[src/rtl/pxu_pkg.sv]
package pxu_pkg;

    localparam int PXU_WORD_W   = 16;
    localparam int PXU_PIPE_LAT = 3;

    typedef enum logic [1:0] {
        SQ_IDLE   = 2'd0,
        SQ_FETCH  = 2'd1,
        SQ_STREAM = 2'd2
    } seq_state_e;

endpackage

[src/rtl/pxu_req_seq.sv]
module pxu_req_seq
    import pxu_pkg::*;
#(
    parameter int PIX_W = 4,
    parameter int CNT_W = 10
) (
    input  logic             clk,
    input  logic             rst_n,
    input  logic             blank_i,
    input  logic [CNT_W-1:0] hcount_i,
    output logic             rd_req_o,
    output logic             load_o,
    output logic             shift_o
);

    localparam int PIX_PER_WORD = PXU_WORD_W / PIX_W;
    localparam logic [CNT_W-1:0] SLOT_MASK = CNT_W'(PIX_PER_WORD - 1);

    seq_state_e state_q, state_d;
    logic       word_edge;

    assign word_edge = (hcount_i & SLOT_MASK) == '0;
    assign rd_req_o  = !blank_i && word_edge;

    always_ff @(posedge clk) begin
        if (!rst_n) state_q <= SQ_IDLE;
        else        state_q <= state_d;
    end

    always_comb begin
        state_d = state_q;
        unique case (state_q)
            SQ_IDLE: begin
                if (rd_req_o) state_d = SQ_FETCH;
            end
            SQ_FETCH: begin
                if (rd_req_o) state_d = SQ_FETCH;
                else          state_d = SQ_STREAM;
            end
            SQ_STREAM: begin
                if (rd_req_o)     state_d = SQ_FETCH;
                else if (blank_i) state_d = SQ_IDLE;
                else              state_d = SQ_STREAM;
            end
            default: state_d = SQ_IDLE;
        endcase
    end

    always_comb begin
        load_o  = 1'b0;
        shift_o = 1'b0;
        unique case (state_q)
            SQ_IDLE:   ;
            SQ_FETCH:  load_o  = 1'b1;
            SQ_STREAM: shift_o = 1'b1;
            default:   ;
        endcase
    end

endmodule

[src/rtl/pxu_shifter.sv]
module pxu_shifter
    import pxu_pkg::*;
#(
    parameter int PIX_W = 4
) (
    input  logic                  clk,
    input  logic                  rst_n,
    input  logic                  load_i,
    input  logic                  shift_i,
    input  logic [PXU_WORD_W-1:0] word_i,
    output logic [PIX_W-1:0]      pix_o
);

    logic [PXU_WORD_W-1:0] sr_q;

    always_ff @(posedge clk) begin
        if (!rst_n)       sr_q <= '0;
        else if (load_i)  sr_q <= word_i;
        else if (shift_i) sr_q <= sr_q >> PIX_W;
    end

    assign pix_o = sr_q[PIX_W-1:0];

endmodule

[src/rtl/pxu_palette.sv]
module pxu_palette #(
    parameter int PIX_W    = 4,
    parameter int RGB_BITS = 1
) (
    input  logic                  clk,
    input  logic                  rst_n,
    input  logic                  we_i,
    input  logic [PIX_W-1:0]      waddr_i,
    input  logic [3*RGB_BITS-1:0] wdata_i,
    input  logic [PIX_W-1:0]      idx_i,
    input  logic                  dark_i,
    output logic [3*RGB_BITS-1:0] rgb_o
);

    localparam int PAL_N = 1 << PIX_W;
    localparam int COL_W = 3 * RGB_BITS;

    logic [COL_W-1:0] entry_q [PAL_N];
    logic [COL_W-1:0] rgb_q;

    always_ff @(posedge clk) begin
        if (we_i) entry_q[waddr_i] <= wdata_i;
    end

    always_ff @(posedge clk) begin
        if (!rst_n)      rgb_q <= '0;
        else if (dark_i) rgb_q <= '0;
        else             rgb_q <= entry_q[idx_i];
    end

    assign rgb_o = rgb_q;

endmodule

[src/rtl/pixel_unpack_cmap.sv]
module pixel_unpack_cmap
    import pxu_pkg::*;
#(
    parameter int PIX_W    = 4,
    parameter int RGB_BITS = 1,
    parameter int CNT_W    = 10
) (
    input  logic                  clk,
    input  logic                  rst_n,
    input  logic                  blank_i,
    input  logic [CNT_W-1:0]      hcount_i,
    output logic                  rd_req_o,
    input  logic [PXU_WORD_W-1:0] rd_data_i,
    input  logic                  pal_we_i,
    input  logic [PIX_W-1:0]      pal_addr_i,
    input  logic [3*RGB_BITS-1:0] pal_data_i,
    output logic [RGB_BITS-1:0]   red_o,
    output logic [RGB_BITS-1:0]   green_o,
    output logic [RGB_BITS-1:0]   blue_o
);

    localparam int COL_W        = 3 * RGB_BITS;
    localparam int BLANK_STAGES = PXU_PIPE_LAT - 1;

    logic             load_w;
    logic             shift_w;
    logic [PIX_W-1:0] pix_w;
    logic [COL_W-1:0] rgb_w;
    logic             blank_pipe [BLANK_STAGES+1];

    pxu_req_seq #(.PIX_W(PIX_W), .CNT_W(CNT_W)) seq_i (
        .clk      (clk),
        .rst_n    (rst_n),
        .blank_i  (blank_i),
        .hcount_i (hcount_i),
        .rd_req_o (rd_req_o),
        .load_o   (load_w),
        .shift_o  (shift_w)
    );

    pxu_shifter #(.PIX_W(PIX_W)) shf_i (
        .clk     (clk),
        .rst_n   (rst_n),
        .load_i  (load_w),
        .shift_i (shift_w),
        .word_i  (rd_data_i),
        .pix_o   (pix_w)
    );

    assign blank_pipe[0] = blank_i;

    for (genvar gi = 1; gi <= BLANK_STAGES; gi++) begin : g_blank_dly
        always_ff @(posedge clk) begin
            if (!rst_n) blank_pipe[gi] <= 1'b1;
            else        blank_pipe[gi] <= blank_pipe[gi-1];
        end
    end

    pxu_palette #(.PIX_W(PIX_W), .RGB_BITS(RGB_BITS)) pal_i (
        .clk     (clk),
        .rst_n   (rst_n),
        .we_i    (pal_we_i),
        .waddr_i (pal_addr_i),
        .wdata_i (pal_data_i),
        .idx_i   (pix_w),
        .dark_i  (blank_pipe[BLANK_STAGES]),
        .rgb_o   (rgb_w)
    );

    assign red_o   = rgb_w[COL_W-1 -: RGB_BITS];
    assign green_o = rgb_w[2*RGB_BITS-1 -: RGB_BITS];
    assign blue_o  = rgb_w[RGB_BITS-1:0];

endmodule

[config.mk]
export PLATFORM = sky130hd
export DESIGN_NAME = pixel_unpack_cmap
export DESIGN_NICKNAME = d
export VERILOG_FILES = /design/src/rtl/pxu_pkg.sv /design/src/rtl/pxu_req_seq.sv /design/src/rtl/pxu_shifter.sv /design/src/rtl/pxu_palette.sv /design/src/rtl/pixel_unpack_cmap.sv
export SDC_FILE = /design/constraint.sdc
export NUM_CORES = 1
export LEC_CHECK = 0
export BUFFER_PORTS_ARGS = -buffer_cell sky130_fd_sc_hd__buf_2
export CORE_UTILIZATION = 59
export CTS_BUF_LIST = sky130_fd_sc_hd__clkbuf_8
export DETAILED_ROUTE_END_ITERATION = 7
export PLACE_DENSITY = 0.89
export SYNTH_ARGS = -nofsm -noshare
export SYNTH_HDL_FRONTEND = slang
export SYNTH_SLANG_ARGS = --single-unit
export TNS_END_PERCENT = 10
[constraint.sdc]
create_clock -name clk -period 2 [get_ports clk]
set_clock_uncertainty 0.1 [all_clocks]
set_input_delay 0.1 -clock clk [delete_from_list [all_inputs] [get_ports clk]]
set_output_delay 0.1 -clock clk [all_outputs]
set_load 0.03 [all_outputs]
After elaboration in Yosys (flattened, before gate mapping)
Memories as Yosys holds them, arrays and structs flattened. A register that Yosys moved wholly into a read port is not among the register bits.
Index checks and enable logic that the tools add are counted.
Widths: inputs -> output; s select.
Storage, ports and cells
  logic and storage cells: 26
  input bits: 37
  memories kept: 1
  register bits after elaboration: 20
  output and inout port bits: 4
  bits in writable memories: 48
Cells by class
  muxes and demuxes: 11
  reduce and logical (&&, ||, !) cells: 6
  equal/unequal tests: 3
  bitwise gates (word level): 1
Memory list
  pal_i.entry_q: depth 16, bits a word 3, rd ports 1, clocked after Yosys merged registers in 1, write ports 1, RTL line pxu_palette.sv:18  | logic [COL_W-1:0] entry_q [PAL_N];
Operator list (count)
  $mux 16: 2
  $logic_not 10->1: 1
  $mux 2: 4
  $pmux 2 s3: 1
  $mux 1: 4
  $eq 2x1->1 const B: 1
  $eq 2x2->1 const B: 1
  $logic_not 2->1: 1
  $ne 2x2->1 const B: 1
  $reduce_bool 2->1: 1
  $reduce_or 2->1: 1
  $logic_and 1x1->1: 1
  $logic_not 1->1: 1
  $not 1->1: 1

Logic depth before layout (Yosys ltp)
  depth in word-level cells: 4
  gate-level depth with buffers: 7
  gate-level depth less buffers: 5

Hierarchy
From an unflattened synthesis, not the netlist that was laid out.
Unflattened totals
  cells, all modules: 191
  area, all modules: 3042.9 um^2
By module, submodules not included
  pxu_palette: sequential area each 1501.4 um^2, cells each 102, times used 1, area an instance 2047.0 um^2
  pxu_shifter: sequential area each 320.3 um^2, cells each 74, times used 1, area an instance 840.8 um^2
  pxu_req_seq: sequential area each 40.0 um^2, cells each 11, times used 1, area an instance 102.6 um^2
  pixel_unpack_cmap: sequential area each 40.0 um^2, cells each 4, times used 1, area an instance 52.6 um^2

Worst setup path before layout
OpenSTA, ideal clock, no wires.
  path kind: flip-flop to flip-flop
  start point: reg seq_i.state_q[0]
  end point: reg shf_i.sr_q[2]
  buffers on the path: 2
  period minus slack after synthesis: 1.659 ns
  path slack: 0.341 ns
  cell stages (with the launch flop): 7
  data arrival time: 1.443 ns
  library setup time: 0.116 ns
  data required time: 1.784 ns
  cell sequence: dfxtp_1 > inv_1 > ha_1 > clkbuf_1 > buf_1 > nand2_1 > o211a_1
Between the ends
  cells in the longest elaborated chain, start to end: 3
  elaborated cells between the ends (all ways): 6
  those cells by class: eq/ne: 2; mux: 3; reduce/logical: 1
RTL lines
  start, declared: RTL line pxu_req_seq.sv:19  | seq_state_e state_q, state_d;
  start signal, assigned: RTL line pxu_req_seq.sv:27  | else state_q <= state_d;
  $eq 2x1->1 / $eq 2x2->1 (equally long branches): RTL line pxu_req_seq.sv:52  | unique case (state_q)
  $mux 1: RTL line pxu_req_seq.sv:52
  $mux 16 / $reduce_bool 2->1 (equally long branches)
  end signal, assigned: RTL line pxu_shifter.sv:18  | else if (load_i) sr_q <= word_i;
  end signal, assigned: RTL line pxu_shifter.sv:19  | else if (shift_i) sr_q <= sr_q >> PIX_W;
  end, declared: RTL line pxu_shifter.sv:14  | logic [PXU_WORD_W-1:0] sr_q;
Several ways; a longest one is shown, not always the timed one.
A chain may end at the register's enable or synchronous reset.

==> impl.org <==
** Detailed routing
- The detailed router placed 1,756 vias in this run.
- In this run the remaining antenna-violating nets after routing total 0.
- After detailed routing, the number of vias per cell comes to 5.57.
- Routed wire per std cell :: 16.2 um
- Wires add up to 5100 um.
- Final routed DRC violation total :: 0
- Before antenna repair, the detailed router went through 4 iterations.
- 1st-iter DRT viols :: 96

** Layout
- Counting the fill cells in the layout gives 321.
- The final layout contains 284 nets.
- Final instance area :: 0.00351 mm^2
- Compared with the post-synthesis result, the final layout area differs by 18.0%.
- Ratio of cells with drive above 1 in the final layout :: 21.8%
- Total inserted antenna cells :: 0
- Post-layout utilization of the core :: 73.3%

** Critical path
- The endpoint identified for the worst register-to-register timing path is pal_i.rgb_o[1]$_SDFF_PP0_.
- The critical path ends at pal_i.rgb_o[1]$_SDFF_PP0_.
- Element type at the critical path start :: flop
- By startpoint and endpoint, the worst setup path is classified as reg -> reg.
- Measured in cells, the most critical reg-to-reg path has a length of 4.
- Required time of the critical path :: 2.12 ns
- Data arrives at the worst endpoint at 1.82 ns.
- Crit Path Max Fanout :: 6
- CP startpoint :: shf_i.sr_q[0]$_SDFFE_PN0P_
- Endpoint type of the worst setup path :: flop
- The startpoint identified for the worst register-to-register timing path is shf_i.sr_q[0]$_SDFFE_PN0P_.
- Across all register-to-register paths, the minimum setup slack is 0.30 ns.

** Placement
- Area after detailed placement :: 0.00321 mm^2
- Port Buffer Count :: 32
- At the end of routability-driven placement, the weighted congestion stood at 0.729.
- DPL Wire Length :: 3370 um

** Synth
- Post-Synthesis Cells :: 196
- Synth unique cells :: 29
- EDFF count, synth :: 48
- When the netlist entered floorplanning its net count stood at 237.
- Synth Register Bits :: 71
- For this run, the number of Yosys warnings is 0.
- Counting flops with an async set or reset pin after synthesis yields a share of 0%.
- The cell area that synthesis handed to floorplanning was 0.00297 mm^2.
- After synthesis, flip-flops and latches occupy 63.9% of the total area.
- Predominant post-synthesis flop cell :: sky130_fd_sc_hd__edfxtp_1
- Each instance of the synthesized netlist takes up on average 15.2 um^2.

** Die
- The die is 73 um wide.
- Die Footprint :: 0.00533 mm^2
- Pin placement for this block handled 41 I/O pins.
- Floorplan die height :: 73 um
- Effective utilization at floorplan :: 62.1%
- The floorplan has 25 rows.
- Area of the core region :: 0.00479 mm^2

** Timing
- Count of final hold-check violations :: 0
- Worst rel slew slack :: 69.3%
- Setup total negative slack on the finished layout was measured at 0 ns.
- The number of slew-limit violations in the final report came to 0.
- Timing would allow up to 587 MHz.
- Worst-margin pin slew :: 0.457 ns
- After layout, the worst path uses 85.2% of the clock period.
- Setup violations remaining at the end of the flow were counted as 0.
- The smallest clock period supported by the final layout is computed as 1.70 ns.
- RSZ-0062 raised after global routing :: false

** Clock network
- Gates resized during post-CTS repair numbered 0.
- TritonCTS built the clock tree.
- The root buffer cell chosen for the clock tree is sky130_fd_sc_hd__clkbuf_8.
- CTS H-tree lvls :: 3
- Max Buffers Root-to-Sink :: 2
- Num Clock Sinks :: 71
- The number of setup buffers added after CTS is 0.
- Hold_buf cts :: 9
- CTS clock-pin slew for the worst setup and hold paths :: 0.07 ns
- CTS buffer count :: 9
- Clock latency on the worst-skew pair, taken at its later pin, is 0.34 ns.

** Power
- Of the total power, the share spent switching nets is 23.3%.
- IR analysis of the VDD net gives a maximum drop of 0.000805 V.
- Of the total power, combinational logic draws 12.3%.
- The analysis attributes to net switching a power of 0.771 mW.
- The analysis attributes to cell leakage a power of 1.33 nW.
- Dividing total power by cell area gives a power density of 944 mW/mm^2.
- Per report_power, the clock group accounts for 36.7% of the total.
- Sequential cells account for 51.0% of the total power.
- The internal power of the cells totals 2.54 mW.

** Global routing
- Tot GR Track Use :: 21.4%
- Entering global routing, the biggest net connects 33 pins.
- Number of global-route vias before repair :: 1,745
- The initial antenna violation count is 0.
- Total grt overflow :: 0
- Global-route wire length before repair :: 7960 um

** Hold path
- Worst Hold Class :: in -> reg

** Job
- Across the run, the number of max-cap violations was 0.

** Run status
- The run finished with clean final reports.
==> worst min-delay path by stage <==
stage	from	end	slack (ns)	cells past startpoint
2_1_floorplan	pal_data_i[0]	pal_i.entry_q[0][0]$_DFFE_PP_	0.1	0
3_3_place_gp	blank_i	blank_pipe[1]$_SDFF_PN1_	0.22	2
3_5_place_dp	blank_i	blank_pipe[1]$_SDFF_PN1_	0.23	2
4_1_cts	rd_data_i[3]	shf_i.sr_q[3]$_SDFFE_PN0P_	0.0007	4
5_1_grt	rd_data_i[1]	shf_i.sr_q[1]$_SDFFE_PN0P_	0.02	4
6_report	rd_data_i[3]	shf_i.sr_q[3]$_SDFFE_PN0P_	0.007	4
==> flip-flops by register name, indices dropped and copies added (netlist names) <==
| name | count |
|---|---|
| blank_pipe | 2 |
| shf_i.sr_q | 16 |
| seq_i.state_q | 2 |
| pal_i.entry_q | 48 |
| pal_i.rgb_o | 3 |
==> layout make-up <==
| class | count | area [um^2] | share of cell area (%) |
|---|---|---|---|
| Inverter | 4 | 15.0 | 0.428 |
| Clock inverter | 7 | 87.6 | 2.50 |
| Sequential cell | 71 | 1900 | 54.2 |
| Multi-Input combinational cell | 111 | 1010 | 28.7 |
| Timing Repair Buffer | 46 | 288 | 8.20 |
| Clock buffer | 9 | 124 | 3.53 |
| Tap cell | 67 | 83.8 | 2.39 |
==> metal layers <==
layer  global-route usage [%]  up-vias  wire length (um)
met5                        0        -                 0
met4                     11.3        0               142
met3                     6.91       15               281
met2                     36.7       53              2540
met1                     23.7      830              2140
li1                         -      858                 -
==> cells in the mapped netlist (3+ instances only) <==
cell type / n / area [um^2]
sky130_fd_sc_hd__edfxtp_1: 48 / 1440
sky130_fd_sc_hd__dfxtp_1: 23 / 460
sky130_fd_sc_hd__mux2i_1: 16 / 160
sky130_fd_sc_hd__nand2_1: 14 / 52.6
sky130_fd_sc_hd__nor2_1: 13 / 48.8
sky130_fd_sc_hd__mux4_1: 12 / 315
sky130_fd_sc_hd__o211a_1: 12 / 120
sky130_fd_sc_hd__nand2b_1: 8 / 50.1
sky130_fd_sc_hd__nand3_1: 6 / 30.0
sky130_fd_sc_hd__a21boi_0: 5 / 37.5
sky130_fd_sc_hd__clkbuf_1: 4 / 15.0
sky130_fd_sc_hd__ha_1: 4 / 50.1
sky130_fd_sc_hd__inv_1: 4 / 15.0
sky130_fd_sc_hd__nor3_1: 4 / 20.0
sky130_fd_sc_hd__buf_2: 3 / 15.0
sky130_fd_sc_hd__nand3b_1: 3 / 22.5
==> cells by family after synthesis <==
kind of cell             Yosys count  share of synthesized area (%)
adder cells (fa/ha/maj)            4                           1.68
buffers and inverters             14                           2.15
flip-flops                        71                           63.9
AO/OA/AOI/OAI                     25                           7.07
multiplexers                      28                           16.0
AND/OR/NAND/NOR                   54                           9.17
==> power by group through the flow <==
stage,Clock [mW],Combinational (mW),Sequential (mW)
after floorplan,0,0.285,1.71
after global placement,0,0.381,1.72
after detailed placement,0,0.396,1.72
after CTS,1.23,0.412,1.69
after global routing,1.28,0.447,1.70
final,1.22,0.407,1.69
==> placed cells by master, fill, tap and decap left out, drive strengths merged <==
master	Yosys	final
inv	4	4
mux2i	16	16
nand2	14	14
o21ai	2	2
bufinv	0	2
nor3b	1	1
a21boi	5	5
mux4	12	12
clkbuf	4	9
or3	1	1
o211a	12	12
and4	1	1
a211o	1	1
a22oi	1	1
and3b	1	1
a21oi	1	1
a221oi	1	1
clkinv	0	5
nand2b	8	8
dfxtp	23	23
dlygate4sd3	0	9
or3b	2	2
o22ai	2	2
nand3	6	6
edfxtp	48	48
ha	4	4
buf	6	37
nand3b	3	3
nor2	13	13
nor3	4	4
==> critical path, stage by stage (launching register included) <==
cell	delay [ns]
sky130_fd_sc_hd__dfxtp_1	0.38
sky130_fd_sc_hd__buf_4	0.19
sky130_fd_sc_hd__mux4_1	0.59
sky130_fd_sc_hd__mux2i_1	0.21
sky130_fd_sc_hd__o22ai_1	0.11
==> through the flow <==
stage | cells | hold slack [ns] | total power, mW | setup WS, ns
6_report | 315 | 0.00685 | 3.31 | 0.296
3_3_place_gp | 290 | 0.222 | 2.10 | 0.325
4_1_cts | 315 | 0.000738 | 3.33 | 0.304
5_1_grt | 315 | 0.0202 | 3.43 | 0.246
3_5_place_dp | 290 | 0.230 | 2.12 | 0.315
2_1_floorplan | 196 | 0.0989 | 1.99 | 0.341
No activity file was read; power rests on OpenSTA's default activity.
